## src/rtl/ptw16k_pkg.sv

```systemverilog
package ptw16k_pkg;
    typedef enum logic [1:0] {
        S_IDLE = 2'd0,
        S_REQ  = 2'd1,
        S_RSP  = 2'd2,
        S_FIN  = 2'd3
    } walk_state_t;

    localparam int GRAN_BITS  = 14;
    localparam int IDX_W      = GRAN_BITS - 3;
    localparam int TBL_ALIGN  = 12;
    localparam int CONTIG_BIT = 52;
    localparam int OFS_W      = 6;
    localparam int L2_BLK     = GRAN_BITS + IDX_W;
    localparam int L2_CONTIG  = 30;
    localparam int L3_CONTIG  = 21;
endpackage

```

## src/rtl/ptw16k_addr_gen.sv

```systemverilog
module ptw16k_addr_gen
    import ptw16k_pkg::*;
#(
    parameter int VA_W = 48
) (
    input  logic [VA_W-1:0] va,
    input  logic [1:0]      level,
    input  logic [VA_W-1:0] base,
    output logic [VA_W-1:0] addr
);
    localparam int L3_LO = GRAN_BITS;
    localparam int L2_LO = L3_LO + IDX_W;
    localparam int L1_LO = L2_LO + IDX_W;
    localparam int L0_LO = L1_LO + IDX_W;
    localparam int PAD_W = VA_W - IDX_W - 3;

    logic [IDX_W-1:0] idx;
    logic             unused_va_lo;

    always_comb begin
        unique case (level)
            2'd0:    idx = {{(IDX_W-1){1'b0}}, va[L0_LO]};
            2'd1:    idx = va[L1_LO +: IDX_W];
            2'd2:    idx = va[L2_LO +: IDX_W];
            default: idx = va[L3_LO +: IDX_W];
        endcase
    end

    assign addr         = base + {{PAD_W{1'b0}}, idx, 3'b000};
    assign unused_va_lo = ^va[L3_LO-1:0];
endmodule

```

## src/rtl/ptw16k_desc_decode.sv

```systemverilog
module ptw16k_desc_decode
    import ptw16k_pkg::*;
#(
    parameter int VA_W   = 48,
    parameter int DESC_W = 64
) (
    input  logic [DESC_W-1:0] desc,
    input  logic [1:0]        level,
    input  logic              stage2,
    input  logic [VA_W-1:0]   va,
    output logic              d_valid,
    output logic              d_leaf,
    output logic [VA_W-1:0]   next_base,
    output logic [VA_W-1:0]   pa,
    output logic [VA_W-1:0]   mask,
    output logic              writable
);
    localparam logic [VA_W-1:0] ONES = '1;

    logic              is_l3;
    logic              contig;
    logic [OFS_W-1:0]  ofs;
    logic [VA_W-1:0]   oa;
    logic              unused_bits;

    assign is_l3   = (level == 2'd3);
    assign contig  = desc[CONTIG_BIT];
    assign d_valid = is_l3 ? (desc[0] & desc[1]) : desc[0];
    assign d_leaf  = is_l3 | ((level == 2'd2) & ~desc[1]);

    assign next_base = {desc[VA_W-1:TBL_ALIGN], {TBL_ALIGN{1'b0}}};

    always_comb begin
        if (is_l3) begin
            ofs = contig ? OFS_W'(L3_CONTIG) : OFS_W'(GRAN_BITS);
            oa  = {desc[VA_W-1:GRAN_BITS], {GRAN_BITS{1'b0}}};
        end else begin
            ofs = contig ? OFS_W'(L2_CONTIG) : OFS_W'(L2_BLK);
            oa  = {desc[VA_W-1:L2_BLK], {L2_BLK{1'b0}}};
        end
    end

    assign mask     = ONES << ofs;
    assign pa       = (oa & mask) | (va & ~mask);
    assign writable = stage2 ? (desc[7] & desc[6]) : ~desc[7];

    assign unused_bits = ^{desc[DESC_W-1:CONTIG_BIT+1], desc[CONTIG_BIT-1:VA_W],
                           desc[TBL_ALIGN-1:8], desc[5:2]};
endmodule

```

## src/rtl/ptw16k_walker.sv

```systemverilog
module ptw16k_walker
    import ptw16k_pkg::*;
#(
    parameter int VA_W   = 48,
    parameter int DESC_W = 64
) (
    input  logic              clk,
    input  logic              rst_n,
    input  logic              start_valid,
    output logic              start_ready,
    input  logic [VA_W-1:0]   start_va,
    input  logic [VA_W-1:0]   start_base,
    input  logic              start_s2,
    output logic              mem_req_valid,
    input  logic              mem_req_ready,
    output logic [VA_W-1:0]   mem_req_addr,
    input  logic              mem_rsp_valid,
    input  logic [DESC_W-1:0] mem_rsp_data,
    output logic              done,
    output logic              fault,
    output logic [1:0]        fault_level,
    output logic [VA_W-1:0]   out_pa,
    output logic [VA_W-1:0]   out_mask,
    output logic              out_writable
);
    walk_state_t     st, st_nx;
    logic [1:0]      lvl;
    logic [VA_W-1:0] va_q, base_q, req_addr;
    logic            s2_q;
    logic            d_valid, d_leaf, d_wr;
    logic [VA_W-1:0] d_next, d_pa, d_mask;

    ptw16k_addr_gen #(.VA_W(VA_W)) u_addr (
        .va(va_q), .level(lvl), .base(base_q), .addr(req_addr)
    );

    ptw16k_desc_decode #(.VA_W(VA_W), .DESC_W(DESC_W)) u_dec (
        .desc(mem_rsp_data), .level(lvl), .stage2(s2_q), .va(va_q),
        .d_valid(d_valid), .d_leaf(d_leaf), .next_base(d_next),
        .pa(d_pa), .mask(d_mask), .writable(d_wr)
    );

    always_ff @(posedge clk) begin
        if (!rst_n) st <= S_IDLE;
        else        st <= st_nx;
    end

    always_comb begin
        st_nx = st;
        unique case (st)
            S_IDLE: if (start_valid)   st_nx = S_REQ;
            S_REQ:  if (mem_req_ready) st_nx = S_RSP;
            S_RSP:  if (mem_rsp_valid) st_nx = (!d_valid || d_leaf) ? S_FIN : S_REQ;
            S_FIN:                     st_nx = S_IDLE;
            default:                   st_nx = S_IDLE;
        endcase
    end

    always_ff @(posedge clk) begin
        if (!rst_n) begin
            lvl <= '0; va_q <= '0; base_q <= '0; s2_q <= 1'b0;
            fault <= 1'b0; fault_level <= '0;
            out_pa <= '0; out_mask <= '0; out_writable <= 1'b0;
        end else begin
            unique case (st)
                S_IDLE: if (start_valid) begin
                    lvl <= '0; va_q <= start_va; base_q <= start_base; s2_q <= start_s2;
                    fault <= 1'b0; fault_level <= '0;
                    out_pa <= '0; out_mask <= '0; out_writable <= 1'b0;
                end
                S_RSP: if (mem_rsp_valid) begin
                    if (!d_valid) begin
                        fault <= 1'b1; fault_level <= lvl;
                        out_pa <= '0; out_mask <= '0; out_writable <= 1'b0;
                    end else if (d_leaf) begin
                        out_pa <= d_pa; out_mask <= d_mask; out_writable <= d_wr;
                    end else begin
                        base_q <= d_next;
                        lvl    <= lvl + 2'd1;
                    end
                end
                default: ;
            endcase
        end
    end

    assign start_ready   = (st == S_IDLE);
    assign mem_req_valid = (st == S_REQ);
    assign mem_req_addr  = req_addr;
    assign done          = (st == S_FIN);

    assert_req_hold_R9: assert property (@(posedge clk) disable iff (!rst_n)
        mem_req_valid && !mem_req_ready |=> mem_req_valid && $stable(mem_req_addr));
    assert_done_pulse_R10: assert property (@(posedge clk) disable iff (!rst_n)
        done |=> !done);
    assert_idle_quiet_R1: assert property (@(posedge clk) disable iff (!rst_n)
        start_ready |-> !mem_req_valid && !done);
    assert_fault_clears_R8: assert property (@(posedge clk) disable iff (!rst_n)
        done && fault |-> !out_writable && out_mask == '0);
    assert_mask_shape_R6: assert property (@(posedge clk) disable iff (!rst_n)
        done && !fault |-> out_mask[13:0] == '0 && out_mask[VA_W-1]);
endmodule

```

## config.mk

```make
export PLATFORM = sky130hd
export DESIGN_NAME = ptw16k_walker
export DESIGN_NICKNAME = d
export VERILOG_FILES = /design/src/rtl/ptw16k_pkg.sv /design/src/rtl/ptw16k_addr_gen.sv /design/src/rtl/ptw16k_desc_decode.sv /design/src/rtl/ptw16k_walker.sv
export SDC_FILE = /design/constraint.sdc
export NUM_CORES = 1
export LEC_CHECK = 0
export ABC_AREA = 1
export BUFFER_PORTS_ARGS = -buffer_cell sky130_fd_sc_hd__buf_2
export CAP_MARGIN = 40
export CORE_MARGIN = 2
export CORE_UTILIZATION = 46
export DETAILED_ROUTE_END_ITERATION = 10
export PLACE_DENSITY = 0.81
export SYNTH_ARGS = -nofsm -noshare
export SYNTH_HDL_FRONTEND = slang
export SYNTH_SLANG_ARGS = --single-unit
```

## constraint.sdc

```tcl
create_clock -name clk -period 2.8 [get_ports clk]
set_input_delay 0.14 -clock clk [delete_from_list [all_inputs] [get_ports clk]]
set_output_delay 0.14 -clock clk [all_outputs]
set_load 0.03 [all_outputs]
```

==> impl_results.md <==
- Status: complete, but fails checks
- Failing checks: negative setup slack
- Worst hold slack: 26.3 ps
- Core Rows: 51
- Area contributors post-synth: dfxtp_1 36%, nand2_1 18%, nor2_1 7.5%
- Fillers: 1507
- CTS Buffer Depth: 2
- Internal power: 4.76 mW
- Post-Route WL: 35.5 mm
- Reg-to-reg slack, setup: 180 ps
- Max Fclk: 313 MHz
- Critical path class: flop to output pin
- Crit share post-route: 114%
- GR Util All Layers: 32.7%
- CP startpoint kind: flop
- Logic pwr share: 31.1%
- Inserted Clock Buffers: 17
- CP required: 2660 ps
- Setup ws final: -399 ps
- Core Util, Final: 70.2%
- Yosys warnings: 0
- Layout overhead on the synthesized area: 50.4%
- Vias per inst: 5.40
- Max-cap check violation count: 0
- Sequential share of power: 38.3%
- R2R Path Start: lvl[0]
- Switching share of power: 37.7%
- Buf/Inv on CP: 6
- I/O Buffers: 293
- Net Switching: 2.89 mW
- Vias post-DR: 10900
- WL/cell: 17.5 um
- Post-synth cell types: 37
- CP startpoint: lvl[0]
- WHS Endpoint: va_q[14]
- Min-delay src: start_va[14]
- Post-Syn Instances: 1383
- Worst Setup End Kind: output pin
- Detailed Place HPWL: 24.4 mm
- Largest area contributor in the netlist: dfxtp_1
- Reg-to-reg endpoint: out_mask[13]
- Clock Skew: 10.4 ps
- H-Tree Depth: 4
- Max-slew headroom: 48.1%
- Initial DRC Count: 946
- CP peak stage delay: 390 ps
- Starting Density: 46.7%
- Final net count: 1935
- Worst hold path stage count: 3
- Share of layout cells above drive strength 1: 34.8%
- Post-synth top area share: 36.5%
- Sequential share of the synthesized area: 36.5%
- Avg Cell Area, Syn: 6.54 um^2
- Initial antenna violation count: 1
- Power per cell area: 562 nW/um^2
- Final hold violation count: 0
- Die Height: 144 um
- Max IR drop VDD: 0.552 mV
- Setup violations, final: 41
- Vias in the first global route: 10300
- Reg area: 3310 um^2
- Post-synth EDFFs: 0
- Final slew viol count: 0
- Static Leak: 6.53 nW
- Final ANT Viol Nets: 0
- Tightest Pin Transition: 778 ps
- Max FO, Critical Path: 5
- Core Region: 19400 um^2
- Period minus WS final: 3200 ps
- Clk_lat worst skew: 420 ps
- Boundary pin count: 317
- CTS tree: yes
- Flops & latches, synth: 165
- Crit path cell chain: inv_4, ha_4, buf_6, a221o_1, o21ai_2, inv_2, ha_4, nand2_2, nand2_4, nand2_1, nand2_2, nand2_1, o21ai_2, inv_2, nand2_4, buf_6, nand2_2, nand2_2, nand2_2, buf_6
- DRT Pass-1 Iters: 6
- Final routed DRC violation total: 0
- Largest delay share family, worst path: simple AND/OR/NAND/NOR gates
- Clock power share: 30.7%
- First-pass GRT wire length: 52.9 mm
- Worst path depth: 20
- Arrival @ worst endpoint: 3060 ps
- Syn Std Cell Area: 9050 um^2
- Multi-input logic area: 5870 um^2
- Unrepaired setup endpoints after global routing: true
- Worst-path clk slew: 70 ps
- Most used cell along the critical path: nand2_2
- Worst r2r path cells: 9
- Die W: 144 um
- Die area: 20800 um^2
- Clock sinks: 165
- CTS root buf: clkbuf_16
- Hold WC Path Type: input port to flop
- Top FF cell, synth: dfxtp_1
- Slowest-stage cell, CP: dfxtp_4
- Fraction of registers with async set or reset after synthesis: 0%
- Gpl congestion: 0.963
- Syn_nets: 1572
- Largest net degree at the start of global routing: 88
- Grt ovf: 0
-- registers in the layout, indices dropped and copies added, names as in the netlist --
name,flops
fault_level,2
out_writable,1
s2_q,1
lvl,2
va_q,48
base_q,48
fault,1
out_pa,48
st,2
out_mask,12
-- per-stage QoR --
step / setup TNS (ps) / instance area [um^2] / power [mW] / instances / setup slack [ps]
after floorplan: 0 / 9220 / 4.22 / 1383 / 1.22
after global placement: -6550 / 10900 / 4.88 / 1898 / -252
after detailed placement: -8010 / 10900 / 4.90 / 1898 / -296
after CTS: -11560 / 13300 / 7.54 / 2020 / -375
after global routing: -17020 / 13600 / 7.98 / 2024 / -500
final: -12870 / 13600 / 7.65 / 2026 / -399
-- metal layers --
| metal | global-route usage, % | up-vias | wire length [um] | part of all wire [%] |
|---|---|---|---|---|
| met4 | 15.2 | 0 | 1780 | 5.0 |
| met1 | 39.3 | 5083 | 13600 | 38 |
| met2 | 55.8 | 577 | 17200 | 49 |
| li1 | - | 5134 | - | - |
| met3 | 7.25 | 142 | 2830 | 8.0 |
| met5 | 0 | - | 0 | 0 |
-- Yosys cell counts, types with 3 or more instances --
library cell	count
a221o_1	10
nor3_1	17
clkbuf_1	41
dfxtp_1	165
buf_6	4
buf_4	42
o211a_1	11
a21oi_1	111
nand3_1	56
nand2_1	434
inv_1	93
buf_2	14
o21a_1	3
nor2_1	181
xor2_1	20
o21ai_0	106
ha_1	22
nand3b_1	6
nand4_1	22
-- power by group through the flow --
stage | Clock (mW) | Sequential, mW | Combinational (mW)
CTS | 2.35 | 2.91 | 2.28
finish | 2.35 | 2.93 | 2.38
detailed placement | 0 | 2.95 | 1.95
floorplan | 0 | 2.87 | 1.35
global route | 2.47 | 2.95 | 2.56
global placement | 0 | 2.94 | 1.93
-- worst reg2reg max path: stages, from the launching register on --
cell      delay, ps
dfxtp_4         370
buf_4           150
ha_1            200
inv_1            70
o21ai_0         100
nor2_2          610
nand2_4         180
clkinv_2        490
nand2_1         230
a21oi_1         160
-- timing repair --
item	CTS	global route
resized for setup	272	82
endpoints found under the hold margin	76	1
gates cloned	1	0
hold buffers	76	1
pin swaps	89	67
setup endpoints to repair	42	42
setup buffers	13	5
-- logic make-up after synthesis --
logic type / count (synthesis) / synth area share, %
XOR/XNOR: 22 / 2.13
multiplexers: 1 / 0.124
AO/OA/AOI/OAI: 244 / 14.8
adder cells (fa/ha/maj): 23 / 3.26
AND/OR/NAND/NOR: 727 / 32.5
buffers and inverters: 201 / 10.6
flip-flops: 165 / 36.5
-- layout make-up --
| type | count | share of cell area (%) |
|---|---|---|
| Tap cell | 265 | 2.44 |
| Clock inverter | 15 | 1.15 |
| Inverter | 99 | 2.81 |
| Timing Repair Buffer | 446 | 23.0 |
| Clock buffer | 17 | 3.13 |
| Multi-Input combinational cell | 1017 | 43.1 |
| Antenna cell | 2 | 0.0368 |
| Sequential cell | 165 | 24.3 |
-- worst max path at each step --
| stage | endpoint | slack (ps) |
|---|---|---|
| 3_3_place_gp | mem_req_addr[33] | -250 |
| 6_report | mem_req_addr[32] | -400 |
| 5_1_grt | mem_req_addr[32] | -500 |
| 2_1_floorplan | mem_req_addr[26] | 1 |
| 3_5_place_dp | mem_req_addr[26] | -300 |
| 4_1_cts | mem_req_addr[32] | -380 |
-- cells in the final DEF (no fill, tap or decap), types with 62 or more instances in the layout --
| master | synthesis | routed |
|---|---|---|
| nand2_2 | 1 | 62 |
| o21ai_0 | 106 | 90 |
| dlygate4sd3_1 | 0 | 77 |
| nor2_1 | 181 | 158 |
| buf_4 | 42 | 62 |
| nand2_1 | 434 | 350 |
| buf_2 | 14 | 251 |
| inv_1 | 93 | 71 |
| dfxtp_1 | 165 | 163 |
| a21oi_1 | 111 | 106 |
No activity file was read; power rests on OpenSTA's default activity.
